<file path="src/rtl/tcop_pkg.sv">
package tcop_pkg;
  typedef enum logic [2:0] {
    K_MOVE_TO   = 3'd0,
    K_MOVE_FROM = 3'd1,
    K_LOAD      = 3'd2,
    K_STORE     = 3'd3,
    K_CDP       = 3'd4
  } kind_e;

  typedef enum logic [1:0] {
    PH_FIRST = 2'd0,
    PH_BUSY  = 2'd1,
    PH_DATA  = 2'd2
  } phase_e;

  typedef enum logic [1:0] {
    ST_DONE   = 2'd0,
    ST_BUSY   = 2'd1,
    ST_REJECT = 2'd2,
    ST_MORE   = 2'd3
  } status_e;

  localparam logic [3:0] OP_WAIT    = 4'd0;
  localparam logic [3:0] OP_FIQ_SET = 4'd1;
  localparam logic [3:0] OP_IRQ_SET = 4'd2;
  localparam logic [3:0] OP_FIQ_CLR = 4'd3;
  localparam logic [3:0] OP_IRQ_CLR = 4'd4;
  localparam logic [3:0] OP_STAMP   = 4'd5;
endpackage

</file>
<file path="src/rtl/tcop_regfile.sv">
module tcop_regfile #(
  parameter int W     = 32,
  parameter int DEPTH = 16,
  localparam int AW   = $clog2(DEPTH)
) (
  input  logic          clk,
  input  logic          we,
  input  logic [AW-1:0] waddr,
  input  logic [W-1:0]  wdata,
  input  logic [AW-1:0] ra_addr,
  output logic [W-1:0]  ra_data,
  input  logic [AW-1:0] rb_addr,
  output logic [W-1:0]  rb_data
);
  logic [W-1:0] mem [DEPTH];

  always_ff @(posedge clk) begin
    if (we) mem[waddr] <= wdata;
  end

  assign ra_data = mem[ra_addr];
  assign rb_data = mem[rb_addr];
endmodule

</file>
<file path="src/rtl/tcop_stall.sv">
module tcop_stall #(
  parameter int W = 32
) (
  input  logic         clk,
  input  logic         rst,
  input  logic         start,
  input  logic [W-1:0] delay,
  input  logic [W-1:0] now,
  output logic         reached
);
  logic [W-1:0] finish_q;
  logic [W-1:0] gap;

  always_ff @(posedge clk) begin
    if (rst)        finish_q <= '0;
    else if (start) finish_q <= now + delay;
  end

  // Modular distance: sign bit set means the finish point lies ahead.
  assign gap     = now - finish_q;
  assign reached = ~gap[W-1];

  // a stall is only armed with a nonzero delay below half the count range.
  p_arm_nonzero_r6: assert property (@(posedge clk) disable iff (rst)
    start |-> (delay != '0 && !delay[W-1]));
endmodule

</file>
<file path="src/rtl/tcop_irq_line.sv">
module tcop_irq_line #(
  parameter int CNT_W = 32
) (
  input  logic             clk,
  input  logic             rst,
  input  logic             set_req,
  input  logic             clr_req,
  input  logic [CNT_W-1:0] delay,
  output logic             n_line
);
  logic             pend_q;
  logic [CNT_W-1:0] cnt_q;

  always_ff @(posedge clk) begin
    if (rst) begin
      n_line <= 1'b1;
      pend_q <= 1'b0;
      cnt_q  <= '0;
    end else if (clr_req) begin
      n_line <= 1'b1;
      pend_q <= 1'b0;
    end else if (set_req) begin
      if (delay == '0) begin
        n_line <= 1'b0;
        pend_q <= 1'b0;
      end else begin
        cnt_q  <= delay;
        pend_q <= 1'b1;
      end
    end else if (pend_q) begin
      if (cnt_q == CNT_W'(1)) begin
        n_line <= 1'b0;
        pend_q <= 1'b0;
      end else begin
        cnt_q <= cnt_q - 1'b1;
      end
    end
  end

  // a clear always leaves the line high.
  p_clear_raises_r9: assert property (@(posedge clk) disable iff (rst)
    clr_req |=> n_line);

  // zero delay asserts in the next cycle.
  p_zero_delay_r7: assert property (@(posedge clk) disable iff (rst)
    (set_req && !clr_req && delay == '0) |=> !n_line);

  // the line only falls because of a request or an expiring wait.
  p_fall_cause_r8: assert property (@(posedge clk) disable iff (rst)
    $fell(n_line) |-> ($past(set_req) || $past(pend_q)));
endmodule

</file>
<file path="src/rtl/tcop_unit.sv">
module tcop_unit
  import tcop_pkg::*;
#(
  parameter int DATA_W     = 32,
  parameter int NREGS      = 16,
  parameter int LONG_BEATS = 4
) (
  input  logic              clk,
  input  logic              rst,
  input  logic              req_valid,
  input  logic [2:0]        req_kind,
  input  logic [1:0]        req_phase,
  input  logic [31:0]       req_instr,
  input  logic [DATA_W-1:0] req_wdata,
  input  logic [DATA_W-1:0] cycle_now,
  output logic              rsp_valid,
  output logic [1:0]        rsp_status,
  output logic [DATA_W-1:0] rsp_rdata,
  output logic              n_fiq,
  output logic              n_irq
);
  localparam int AW      = $clog2(NREGS);
  localparam int BEAT_W  = $clog2(LONG_BEATS + 1);
  localparam int N_LINES = 2;

  kind_e             kind;
  phase_e            phase;
  logic [3:0]        opcode;
  logic              is_long;
  logic [AW-1:0]     mov_idx, ls_idx, opd_idx;
  logic              instr_unused;

  logic              we;
  logic [AW-1:0]     waddr;
  logic [DATA_W-1:0] wdata;
  logic [AW-1:0]     ra_addr;
  logic [DATA_W-1:0] ra_data, delay_val;

  logic [BEAT_W-1:0] beat_q, beat_n;
  status_e           st_n, st_q;
  logic [DATA_W-1:0] rdata_n;
  logic              stall_start, stall_reached;
  logic [N_LINES-1:0] set_req, clr_req, line_n;

  assign kind         = kind_e'(req_kind);
  assign phase        = phase_e'(req_phase);
  assign opcode       = req_instr[23:20];
  assign is_long      = req_instr[22];
  assign mov_idx      = req_instr[16 +: AW];
  assign ls_idx       = req_instr[12 +: AW];
  assign opd_idx      = req_instr[0 +: AW];
  assign instr_unused = ^{req_instr[31:24], req_instr[11:4]};

  tcop_regfile #(.W(DATA_W), .DEPTH(NREGS)) u_regs (
    .clk     (clk),
    .we      (we),
    .waddr   (waddr),
    .wdata   (wdata),
    .ra_addr (ra_addr),
    .ra_data (ra_data),
    .rb_addr (opd_idx),
    .rb_data (delay_val)
  );

  tcop_stall #(.W(DATA_W)) u_stall (
    .clk     (clk),
    .rst     (rst),
    .start   (stall_start),
    .delay   (delay_val),
    .now     (cycle_now),
    .reached (stall_reached)
  );

  for (genvar g = 0; g < N_LINES; g++) begin : g_line
    tcop_irq_line #(.CNT_W(DATA_W)) u_line (
      .clk     (clk),
      .rst     (rst),
      .set_req (set_req[g]),
      .clr_req (clr_req[g]),
      .delay   (delay_val),
      .n_line  (line_n[g])
    );
  end

  assign n_fiq = line_n[0];
  assign n_irq = line_n[1];

  always_comb begin
    st_n        = ST_DONE;
    rdata_n     = '0;
    we          = 1'b0;
    waddr       = mov_idx;
    wdata       = req_wdata;
    beat_n      = beat_q;
    stall_start = 1'b0;
    set_req     = '0;
    clr_req     = '0;
    ra_addr     = (kind == K_STORE) ? ls_idx : mov_idx;
    if (req_valid) begin
      case (kind)
        K_MOVE_TO:   we = 1'b1;
        K_MOVE_FROM: rdata_n = ra_data;
        K_LOAD, K_STORE: begin
          if (phase == PH_FIRST) begin
            beat_n = '0;
          end else if (phase == PH_DATA) begin
            if (kind == K_LOAD) begin
              we    = 1'b1;
              waddr = ls_idx;
            end else begin
              rdata_n = ra_data;
            end
            if (is_long) begin
              if (beat_q == BEAT_W'(LONG_BEATS - 1)) begin
                beat_n = '0;
              end else begin
                beat_n = beat_q + 1'b1;
                st_n   = ST_MORE;
              end
            end
          end
        end
        K_CDP: begin
          case (opcode)
            OP_WAIT: begin
              if (phase == PH_FIRST) begin
                if (delay_val != '0) begin
                  stall_start = 1'b1;
                  st_n        = ST_BUSY;
                end
              end else if (phase == PH_BUSY) begin
                st_n = stall_reached ? ST_DONE : ST_BUSY;
              end
            end
            OP_FIQ_SET: set_req[0] = (phase == PH_FIRST);
            OP_IRQ_SET: set_req[1] = (phase == PH_FIRST);
            OP_FIQ_CLR: clr_req[0] = (phase == PH_FIRST);
            OP_IRQ_CLR: clr_req[1] = (phase == PH_FIRST);
            OP_STAMP: begin
              if (phase == PH_FIRST) begin
                we    = 1'b1;
                waddr = opd_idx;
                wdata = cycle_now;
              end
            end
            default: st_n = ST_REJECT;
          endcase
        end
        default: st_n = ST_REJECT;
      endcase
    end
  end

  always_ff @(posedge clk) begin
    if (rst) begin
      rsp_valid <= 1'b0;
      st_q      <= ST_DONE;
      rsp_rdata <= '0;
      beat_q    <= '0;
    end else begin
      rsp_valid <= req_valid;
      beat_q    <= beat_n;
      if (req_valid) begin
        st_q      <= st_n;
        rsp_rdata <= rdata_n;
      end
    end
  end

  assign rsp_status = st_q;

  // one response per request, one cycle later.
  p_resp_follows_r1: assert property (@(posedge clk) disable iff (rst)
    req_valid |=> rsp_valid);
  p_no_spurious_r1: assert property (@(posedge clk) disable iff (rst)
    !req_valid |=> !rsp_valid);

  // busy is only ever reported for a stall command.
  p_busy_only_wait_r6: assert property (@(posedge clk) disable iff (rst)
    (rsp_valid && st_q == ST_BUSY) |->
      $past(req_kind == 3'(K_CDP) && req_instr[23:20] == OP_WAIT));

  // "more" only answers a long data beat.
  p_more_only_long_r4: assert property (@(posedge clk) disable iff (rst)
    (rsp_valid && st_q == ST_MORE) |->
      $past(req_instr[22] && req_phase == 2'(PH_DATA)));
endmodule

</file>
<file path="config.mk">
export PLATFORM = sky130hd
export DESIGN_NAME = tcop_unit
export DESIGN_NICKNAME = d
export VERILOG_FILES = /design/src/rtl/tcop_pkg.sv /design/src/rtl/tcop_regfile.sv /design/src/rtl/tcop_stall.sv /design/src/rtl/tcop_irq_line.sv /design/src/rtl/tcop_unit.sv
export SDC_FILE = /design/constraint.sdc
export NUM_CORES = 1
export LEC_CHECK = 0
export BUFFER_PORTS_ARGS = -buffer_cell sky130_fd_sc_hd__buf_2
export CELL_PAD_IN_SITES_DETAIL_PLACEMENT = 0
export CELL_PAD_IN_SITES_GLOBAL_PLACEMENT = 1
export CORE_MARGIN = 4
export CORE_UTILIZATION = 41
export DETAILED_ROUTE_END_ITERATION = 8
export PLACE_DENSITY = 0.65
export SETUP_SLACK_MARGIN = 0.4
export SYNTH_ARGS = -nofsm -noshare
export SYNTH_HDL_FRONTEND = slang
export SYNTH_SLANG_ARGS = --single-unit
</file>
<file path="constraint.sdc">
create_clock -name clk -period 5.8 [get_ports clk]
set_input_delay 1.16 -clock clk [delete_from_list [all_inputs] [get_ports clk]]
set_output_delay 1.16 -clock clk [all_outputs]
set_load 0.05 [all_outputs]
</file>
# == Yosys cells after proc, flatten, opt, wreduce, memory -nomap -nowiden ==
# Memory sizes are Yosys's and may differ from the RTL's.
# Index checks and enable logic that the tools add are counted.
# op_classes
n_addsub,5
eq_ne,20
mux,73
bitwise,2
n_reduce_logical,21
# op_table
cell,count
$mux 32,14
$eq 32x1->1 const B,2
$pmux 32 s2,1
$sub 32x1->32 const B,2
$mux 1,34
$add 32x32->32,1
$logic_not 32->1,1
$reduce_bool 32->1,1
$sub 32x32->32,1
$mux 4,7
$mux 2,9
$mux 3,4
$reduce_and 4->1,3
$reduce_bool 2->1,6
$eq 3x2->1 const B,3
$eq 4x2->1 const B,2
$eq 4x3->1 const B,2
$ne 2x2->1 const B,4
$pmux 4 s2,1
$reduce_or 2->1,4
$pmux 2 s3,1
$reduce_and 3->1,2
$reduce_or 5->1,1
$eq 4x1->1 const B,1
12 further kinds,14
# totals
ff_bits,138
mem_bits_rw,512
input_bits,104
mem_count,1
# memory_table
memory,words,width,rd,rd_clocked_by_memory_dff,write_ports,line_no,source
u_regs.mem,16,32,2,0,1,tcop_regfile.sv:15,logic [W-1:0] mem [DEPTH];

# == Depth between registers and ports, before layout ==
# Gate-level depths: netlist of the first run.
# depth
depth_word,8
mapped_depth,17
mapped_depth_nobuf,15

# == Hierarchy ==
# From an unflattened synthesis of the first run, not the netlist that was laid out.
# hier_totals
hier_cells,2419
area_unflattened_um2,33749.9
# by_module_without_submodules
mod,n_inst,cells_each,area_per_inst_um2,seq_area_each_um2
tcop_regfile,1,1077,22907.0,15374.7
tcop_irq_line,2,313,2408.6,680.7
tcop_stall,1,509,3811.2,640.6
tcop_unit,1,207,2214.6,760.7

# == Worst setup path before layout of the first run ==
# Ideal clock, no wire load.
# synth_timing
path_kind,in2reg
from,in req_instr[0]
to,reg u_stall.finish_q[30]
setup_time_ns,0.087
arrival_time_ns,4.621
t_required_ns,5.713
setup_slack_ns,1.092
stages,15
path_buffers,3
cell_sequence,buf_6 > buf_6 > mux4_2 > mux4_2 > ha_1 > clkbuf_1 > a211oi_1 > o211ai_1 > a211oi_1 > o2111ai_1 > a31oi_1 > o21ai_0 > a21oi_1 > xor2_1 > o31ai_1
# synth_between
elab_chain_cells,7
word_cells_on_any_way,8
# synth_rtl
element,line_no,source
from (decl),tcop_unit.sv:13,"input logic [31:0] req_instr,"
$mem_v2 16x32 *,--,
branches (longest 6 deep; another with $add 32x32->32),--,
to (signal assigned),tcop_stall.sv:16,else if (start) finish_q <= now + delay;
to (decl),tcop_stall.sv:11,logic [W-1:0] finish_q;
# Every way passes the cells marked *.
# A chain may end at the register's enable or synchronous reset.

# == Worst setup path in the final report of the first run ==
# Same ends and word-level chain as after synthesis.

==> impl_summary.txt, run 1 <==
----------------------------------------------------
[Outcome]
  Status ... finished clean

[Route]
  Average wire per standard cell ... between 20 and 30 um
  Count of antenna-violating nets left after detailed routing ... 0
  DR vias ... 22,700
  Total detailed-routing wirelength ... between 100 and 150 mm
  DR vias/cell ... just over 6
  Length of the first detailed-routing pass in iterations ... 5
  Number of design rule violations left after detail routing ... 0
  Detailed router's first-iteration violation count ... 2,159

[Layout]
  Most frequent cells in the layout ... edfxtp_1 (512), mux4_2 (257), nand2_1 (221)
  Commonest non-fill, non-tap cell in the layout ... edfxtp_1
  Final instance area ... 0.0379 sq mm
  Fraction of layout instances using a drive strength above 1 ... between 20 and 30%
  Post-synthesis to final-layout area growth ... 14.8%
  Count of nets after finishing ... between 2,000 and 3,000

[Floorplanning]
  IO Count ... 141
  Area of the die ... 0.0852 sq mm
  Initial standard-cell utilization of the core ... a little over two fifths
  Row Count ... just over 100
  Standard cell core area ... 0.0794 sq mm
  Horiz. Die Dim ... 292 um
  Die Y-Extent ... 292 um

[STA]
  RSZ-0062 raised after global routing ... no
  Timing-limited maximum frequency ... 0.203 GHz
  Count of pins over their slew limit ... 0
  Setup Viol. Count Final ... 0
  Setup TNS Final ... 0 ns
  Worst-Margin Slew ... 1.14 ns
  Headroom to the max-slew limit ... 22.3%
  Number of hold-slack violations in the final timing report ... 0
  Setup skew after layout ... 0.0183 ns
  Crit path time final ... roughly 5 ns
  Period utilization ... 85.1%

[Flow run]
  Max-cap violations ... 0

[Worst setup path]
  Series of cell instances along the critical path ... clkbuf_8 > buf_12 > buf_12 > mux4_2 > a22oi_1 > nand2_1 > ha_1 > a211oi_1 > o21bai_1 > o41ai_1 > o2111ai_1 > a31oi_1 > o21ai_0 > a21oi_1 > xor2_1 > o31ai_1
  CP Max Fanout ... 16
  Timing startpoint of the critical path ... req_instr[0]
  Endpoint class of the critical path ... register
  Critical path launch point type ... input port
  Required time at the endpoint of the critical path ... 6.26 ns
  Critical Setup Path Class ... in2reg
  Most prevalent standard cell on the critical path ... buf_12
  Reg2Reg Launch Point ... u_regs.mem[15][0]$_DFFE_PP_
  Reg2reg setup slack ... 1.60 ns
  Stage delay of the slowest cell on the critical path ... 0.52 ns
  Slowest CP cell ... mux4_2
  Arrival time at the worst endpoint ... roughly 5.4 ns

[Clock tree]
  Clock network latency to the later pin of the worst-skew pair ... 0.62 ns
  Number of H-tree branching levels ... 3
  Clock sink total ... 650
  Root cell of the clock tree ... clkbuf_16
  CTS tree ... yes
  Largest buffer count on any clock path ... 3
  Number of gates resized after cts ... 0
  Clk pin slew, worst setup/hold paths ... 0.05 ns
  Number of buffers inserted by hold repair at cts ... 0
  CTS buffer count ... 73
  Number of buffers added for setup after CTS ... 0

[Yosys]
  Count of state elements after synthesis ... 650
  Count of unique library cells instantiated by Yosys ... roughly 80
  Share of the yosys chip area belonging to registers ... 54.9%
  Synthesis warning total ... 0
  Post-synth EDFFs ... ~500
  Synth Flop Type ... edfxtp_1
  Syn nets ... 2,548
  Area of the mapped netlist ... approximately 0.033 sq mm
  Post-Synthesis Mean Instance Area ... 13.9 sq um
  Async SR Flop Fraction ... 0%
  Cell count after synthesis ... 2,377

[Placed design]
  Total half-perimeter wirelength after legalization and detailed placement ... slightly below 70 mm
  Routability-driven placement congestion ratio ... 0.873
  Area post-placement ... 0.0357 sq mm
  Port-buffer cells ... 124

[GRT]
  Routing usage on met1 ... 32.5%
  Number of antenna violations at the first check in global routing ... 2
  Busiest layer in global routing ... met2
  Global-route wire length before repair ... 152 mm
  Maximum number of pins on one net before global-route repair ... 67
  Via count of the first global-routing pass ... 22,900
  Overall overflow remaining after global route ... 0
  Overall Global Routing Usage ... 23.9%
  Met2 Resource Use GR ... 39.7%
  GR met3 Demand/Resource ... 3.72%

[Power and ir drop]
  IR drop worst, VDD ... roughly 0.23 mV
  Power per standard cell area ... roughly 280 mW/mm^2
  P_leak ... 12.8 nW

[Worst hold path]
  Worst min path class ... reg2reg
  Worst Hold Launch ... u_stall.finish_q[3]$_SDFFE_PP0P_

----------------------------------------------------
## layer usage
metal  share of wire [%]  up-vias
li1                    -     9874
met5                   0        -
met3                 7.8      161
met2                  48     1013
met4                 3.2        0
met1                  41    11600
## cells in the mapped netlist (all sizes together), types with 6 or more instances
| cell | number | area share (%) |
|---|---|---|
| edfxtp | 512 | 47 |
| mux4 | 257 | 18 |
| nand2 | 222 | 2.5 |
| a21oi | 164 | 2.5 |
| dfxtp | 138 | 8.4 |
| nor2 | 129 | 1.5 |
| buf | 78 | 1.4 |
| o21ai | 75 | 1.1 |
| clkbuf | 71 | 0.81 |
| mux2 | 68 | 2.3 |
| ha | 66 | 2.5 |
| a22oi | 60 | 1.4 |
| mux2i | 56 | 1.7 |
| inv | 53 | 0.60 |
| o211ai | 41 | 0.93 |
| nand3 | 40 | 0.61 |
| or3 | 30 | 0.57 |
| a211oi | 29 | 0.66 |
| nor3 | 29 | 0.45 |
| a31oi | 23 | 0.44 |
| nor4 | 23 | 0.45 |
| o31ai | 22 | 0.50 |
| a21o | 19 | 0.44 |
| xor2 | 16 | 0.42 |
| nand2b | 11 | 0.21 |
| xnor2 | 11 | 0.29 |
| nand4 | 10 | 0.21 |
| or4 | 10 | 0.24 |
| o311ai | 8 | 0.21 |
| nor2b | 7 | 0.13 |
| o21bai | 7 | 0.17 |
| or2 | 7 | 0.13 |
| and3 | 6 | 0.11 |
## registers in the layout, indices dropped and copies added, names as in the netlist
name,flops
u_regs.mem,512
g_line.u_line.cnt_q,64
rsp_rdata,32
u_stall.finish_q,32
beat_q,3
g_line.u_line.n_line,2
g_line.u_line.pend_q,2
rsp_status,2
rsp_valid,1
## worst paths after layout
check	end	cells past startpoint
setup / recovery	u_stall.finish_q[30]$_SDFFE_PP0P_	16
hold / removal	u_stall.finish_q[3]$_SDFFE_PP0P_	2
setup reg to reg	u_stall.finish_q[30]$_SDFFE_PP0P_	15
hold reg to reg	u_stall.finish_q[3]$_SDFFE_PP0P_	2
## final cells by class
cell class / instances / area [sq um]
tap: 1050 / 1310
timing repair buffer: 248 / 1840
fill: 6921 / 41400
inverter: 53 / 199
clock buffer: 107 / 2050
clock inverter: 21 / 228
multi-input combinational: 1525 / 14200
sequential: 650 / 18100
antenna: 1 / 2.50
## worst max-delay path: cells and delay by family
kind | cells | cell delay (ns)
multiplexers | 1 | 0.52
AO/OA/AOI/OAI | 9 | 2.11
adder cells (fa/ha/maj) | 1 | 0.44
XOR/XNOR | 1 | 0.17
buffers and inverters | 3 | 0.68
AND/OR/NAND/NOR | 1 | 0.29
## metrics by stage
step                hold WS, ns  setup slack [ns]  power [mW]  util, %  cells
floorplan                 0.432              1.09        5.96        -   2377
global placement          0.440             0.205        6.45     44.9   3526
detailed placement        0.445             0.219        6.46     44.9   3526
CTS                       0.451             0.892        10.9     47.8   3654
global route              0.481             0.571        11.2     47.8   3654
finish                    0.449             0.865        10.8     47.8   3655
## cell families (layout without fill, tap and decap cells)
family	after synthesis	count (layout)	share of synthesized area [%]
xor gates and xnor gates	27	27	0.716
adders and majority gates	67	67	2.56
buffers and inverters	202	429	2.82
and+or+nand+nor	553	553	7.84
DFF	650	650	54.9
other	0	1	0
AOI/OAI and AO/OA	497	497	9.64
muxes	381	381	21.5
## power breakdown
part           leakage [nW]  internal [mW]  switching (mW)
Combinational          5.99          0.528           0.770
Sequential             5.72           5.05          0.0136
Clock                  1.09           2.51            1.89
(Power assumes the default switching activity.)
==> run 2: changes to the inputs <==
--- a/config.mk
+++ b/config.mk
@@ -10,6 +10,7 @@
 export CELL_PAD_IN_SITES_GLOBAL_PLACEMENT = 1
 export CORE_MARGIN = 4
 export CORE_UTILIZATION = 41
+export CTS_BUF_LIST = sky130_fd_sc_hd__clkbuf_8
 export DETAILED_ROUTE_END_ITERATION = 8
 export PLACE_DENSITY = 0.65
 export SETUP_SLACK_MARGIN = 0.4
==> run 2 against run 1 <==
Against the previous run: design area shrank 0.20%; non-clock buffer count is the same; largest power group unchanged; global-route usage grew 0.16 points; critical endpoint unchanged; sequential power is essentially flat; via count grew 1.3%.
==> impl_summary.txt, run 2 (synthesis gave the netlist of run 1 again) <==
----------------------------------------------------
[Layout]
  Seq. cell area ... 0.0181 sq mm (unchanged)
  Register with the most flip-flops ... u_regs.mem
  Layout filler cell count ... 6,975 (+0.78%)
  Largest registers ranked by flip-flop count ... u_regs.mem: 512 flops, g_line.u_line.cnt_q: 64 flops
  Most frequent cells in the layout ... edfxtp_1 (512), mux4_2 (257), nand2_1 (221)
  Final instance area ... 0.0379 sq mm (-0.20%)
  Number of standard cells in the layout, taps in and fillers out ... 3,736 (+2.2%)
  Area of the multi-input gates ... 0.0142 sq mm (unchanged)
  Commonest non-fill, non-tap cell in the layout ... edfxtp_1
  Max reg flops ... 512 (unchanged)
  Fraction of layout instances using a drive strength above 1 ... 28.7% (+1.1 points)
  Post-synthesis to final-layout area growth ... 14.6%
  Count of nets after finishing ... 2,759 (+1.4%)

[Worst setup path]
  Reg2reg setup slack ... 1.58 ns (-0.02 ns)
  CP Max Fanout ... 16 (unchanged)
  Arrival time at the worst endpoint ... 5.38 ns (-0.02 ns)
  Endpoint class of the critical path ... register
  Length in cells of the worst reg-to-reg path ... 15 (unchanged)
  Critical path launch point type ... input port
  Reg2Reg Launch Point ... u_regs.mem[15][0]$_DFFE_PP_
  Required time at the endpoint of the critical path ... 6.38 ns (+0.12 ns)
  Critical Setup Path Class ... in2reg
  Worst R2R End ... u_stall.finish_q[30]$_SDFFE_PP0P_

[Route]
  DR vias ... 23,000 (+1.3%)
  Number of design rule violations left after detail routing ... 0 (unchanged)
  DR vias/cell ... 6.15 (-0.93%)
  Total detailed-routing wirelength ... 104 mm (+0.77%)
  Average wire per standard cell ... 27.9 um (-1.4%)
  Count of antenna-violating nets left after detailed routing ... 0 (unchanged)
  Length of the first detailed-routing pass in iterations ... 6 (+1)
  Detailed router's first-iteration violation count ... 2,079 (-3.7%)

[Power and ir drop]
  Clock power frac ... 39.2% (-1.7 points)
  Switching Share ... 26.0% (+1.1 points)
  IR drop worst, VDD ... 0.142 mV (-39%)
  Combinational share of power ... 12.4% (+0.3 points)
  Power per standard cell area ... 276 mW/mm^2 (-2.5%)
  P_leak ... 12.9 nW (+1.1%)
  Power share of the sequential group ... 48.4% (+1.4 points)
  Switching power of the nets ... 2.72 mW (+1.6%)
  Cell internal power dissipation ... 7.75 mW (-4.2%)

[STA]
  Worst hold-check slack ... 0.449 ns (+0.000579 ns)
  Headroom to the max-slew limit ... 22.5% (+0.27 points)
  Worst-Margin Slew ... 1.14 ns (-0.00398 ns)
  Timing-limited maximum frequency ... 0.208 GHz (+2.8%)
  Count of pins over their slew limit ... 0 (unchanged)
  Setup TNS Final ... 0 ns (unchanged)
  Crit path time final ... 4.80 ns (-0.135 ns)
  Number of hold-slack violations in the final timing report ... 0 (unchanged)
  Setup slack of the critical path after layout ... 1.00 ns (+0.135 ns)
  Period utilization ... 82.8% (-2.3 points)
  RSZ-0062 raised after global routing ... no
  Setup Viol. Count Final ... 0 (unchanged)
  Setup skew after layout ... 0.0475 ns (+0.0292 ns)

[Clock tree]
  CTS buffer count ... 110 (+51%)
  CTS tree ... yes
  Root cell of the clock tree ... clkbuf_8
  Clock sink total ... 650 (unchanged)
  Number of gates resized after cts ... 0 (unchanged)
  Number of buffers added for setup after CTS ... 0 (unchanged)
  Largest buffer count on any clock path ... 3 (unchanged)
  Number of buffers inserted by hold repair at cts ... 0 (unchanged)
  Clock network latency to the later pin of the worst-skew pair ... 0.74 ns (+0.12 ns)
  Clk pin slew, worst setup/hold paths ... 0.06 ns (about the same)
  Number of H-tree branching levels ... 3 (unchanged)

[Floorplanning]
  Standard cell core area ... 0.0794 sq mm (unchanged)
  Row Count ... 103 (unchanged)
  Horiz. Die Dim ... 292 um (unchanged)
  Initial standard-cell utilization of the core ... 41.6% (unchanged)
  IO Count ... 141 (unchanged)
  Die Y-Extent ... 292 um (unchanged)
  Area of the die ... 0.0852 sq mm (unchanged)

[Placed design]
  Post-Place Worst Slack ... 0.219 ns (unchanged)
  Total half-perimeter wirelength after legalization and detailed placement ... 69.2 mm (unchanged)
  Routability-driven placement congestion ratio ... 0.873 (unchanged)
  Area post-placement ... 0.0357 sq mm (unchanged)
  Post-Place Cells ... 3,526 (unchanged)
  Port-buffer cells ... 124 (unchanged)

[GRT]
  Number of antenna violations at the first check in global routing ... 3 (+1)
  Via count of the first global-routing pass ... 23,300 (+1.6%)
  Maximum number of pins on one net before global-route repair ... 67 (unchanged)
  Overall overflow remaining after global route ... 0 (unchanged)
  Overall Global Routing Usage ... 24.0% (+0.16 points)
  Global-route wire length before repair ... 153 mm (+0.67%)

[Worst hold path]
  Worst Hold Launch ... u_stall.finish_q[3]$_SDFFE_PP0P_
  Worst min path class ... reg2reg
  Hold Crit Depth ... 2 (unchanged)
  Endpoint with the worst hold slack ... u_stall.finish_q[3]$_SDFFE_PP0P_

[Flow run]
  Max-cap violations ... 0 (unchanged)

[Outcome]
  Status ... finished clean

----------------------------------------------------
[run 2: cell count changes in the layout (fill, tap and decap cells not counted), moves of 6 or more]
cell and delta:
clkbuf_8 +109, clkbuf_16 -74, inv_1 +32, clkbuf_1 -26, clkinv_1 +23, clkinv_2 +11, bufinv_16 +6
[run 2: worst max-delay path: stages]
cell and delay, ns:
clkbuf_8 0.25, buf_12 0.24, buf_12 0.18, mux4_2 0.52, a22oi_1 0.24, nand2_1 0.28
ha_1 0.44, a211oi_1 0.25, o21bai_1 0.15, o41ai_1 0.40, o2111ai_1 0.35, a31oi_1 0.34
o21ai_0 0.11, a21oi_1 0.18, xor2_1 0.18, o31ai_1 0.09
[run 2: how the worst max path moves through the flow]
stage	from	end	slack (ns)	cells after the start
2_1_floorplan	req_instr[0]	u_stall.finish_q[30]$_SDFFE_PP0P_	1.09	15
3_3_place_gp	req_instr[0]	u_stall.finish_q[29]$_SDFFE_PP0P_	0.21	17
3_5_place_dp	req_instr[0]	u_stall.finish_q[29]$_SDFFE_PP0P_	0.22	17
4_1_cts	req_instr[0]	u_stall.finish_q[29]$_SDFFE_PP0P_	1.01	17
5_1_grt	req_instr[0]	u_stall.finish_q[30]$_SDFFE_PP0P_	0.65	16
6_report	req_instr[0]	u_stall.finish_q[30]$_SDFFE_PP0P_	1.00	16
[run 2: power by group through the flow]
stage               combinational (mW)  sequential (mW)  clock, mW
floorplan                        0.784             5.18          0
global placement                  1.29             5.16          0
detailed placement                1.30             5.16          0
CTS                               1.30             5.06       4.22
global route                      1.39             5.06       4.48
finish                            1.30             5.06       4.11
[run 2: layout make-up]
type,count,area share (%)
repair buffers,248,4.87
well taps,1050,3.47
diodes,1,0.00661
flip-flops and latches,650,47.9
inverters,53,0.525
multi-input cells,1525,37.4
clock buffers,116,4.22
clock inverters,93,1.59
[run 2: per-layer routing]
metal  global-route usage (%)  share of wire [%]  up-vias  wire length [um]
li1                         -                  -     9974                 -
met1                     32.3                 41    11800             42200
met2                     40.0                 48     1075             50400
met3                     4.54                8.3      154              8600
met4                     7.16                2.8        0              2920
met5                        0                  0        -                 0
[run 2: through the flow]
step / utilization [%] / power [mW]
detailed placement: 44.9 / 6.46
CTS: 47.7 / 10.6
finish: 47.7 / 10.5
global placement: 44.9 / 6.45
global route: 47.7 / 10.9
floorplan: - / 5.96
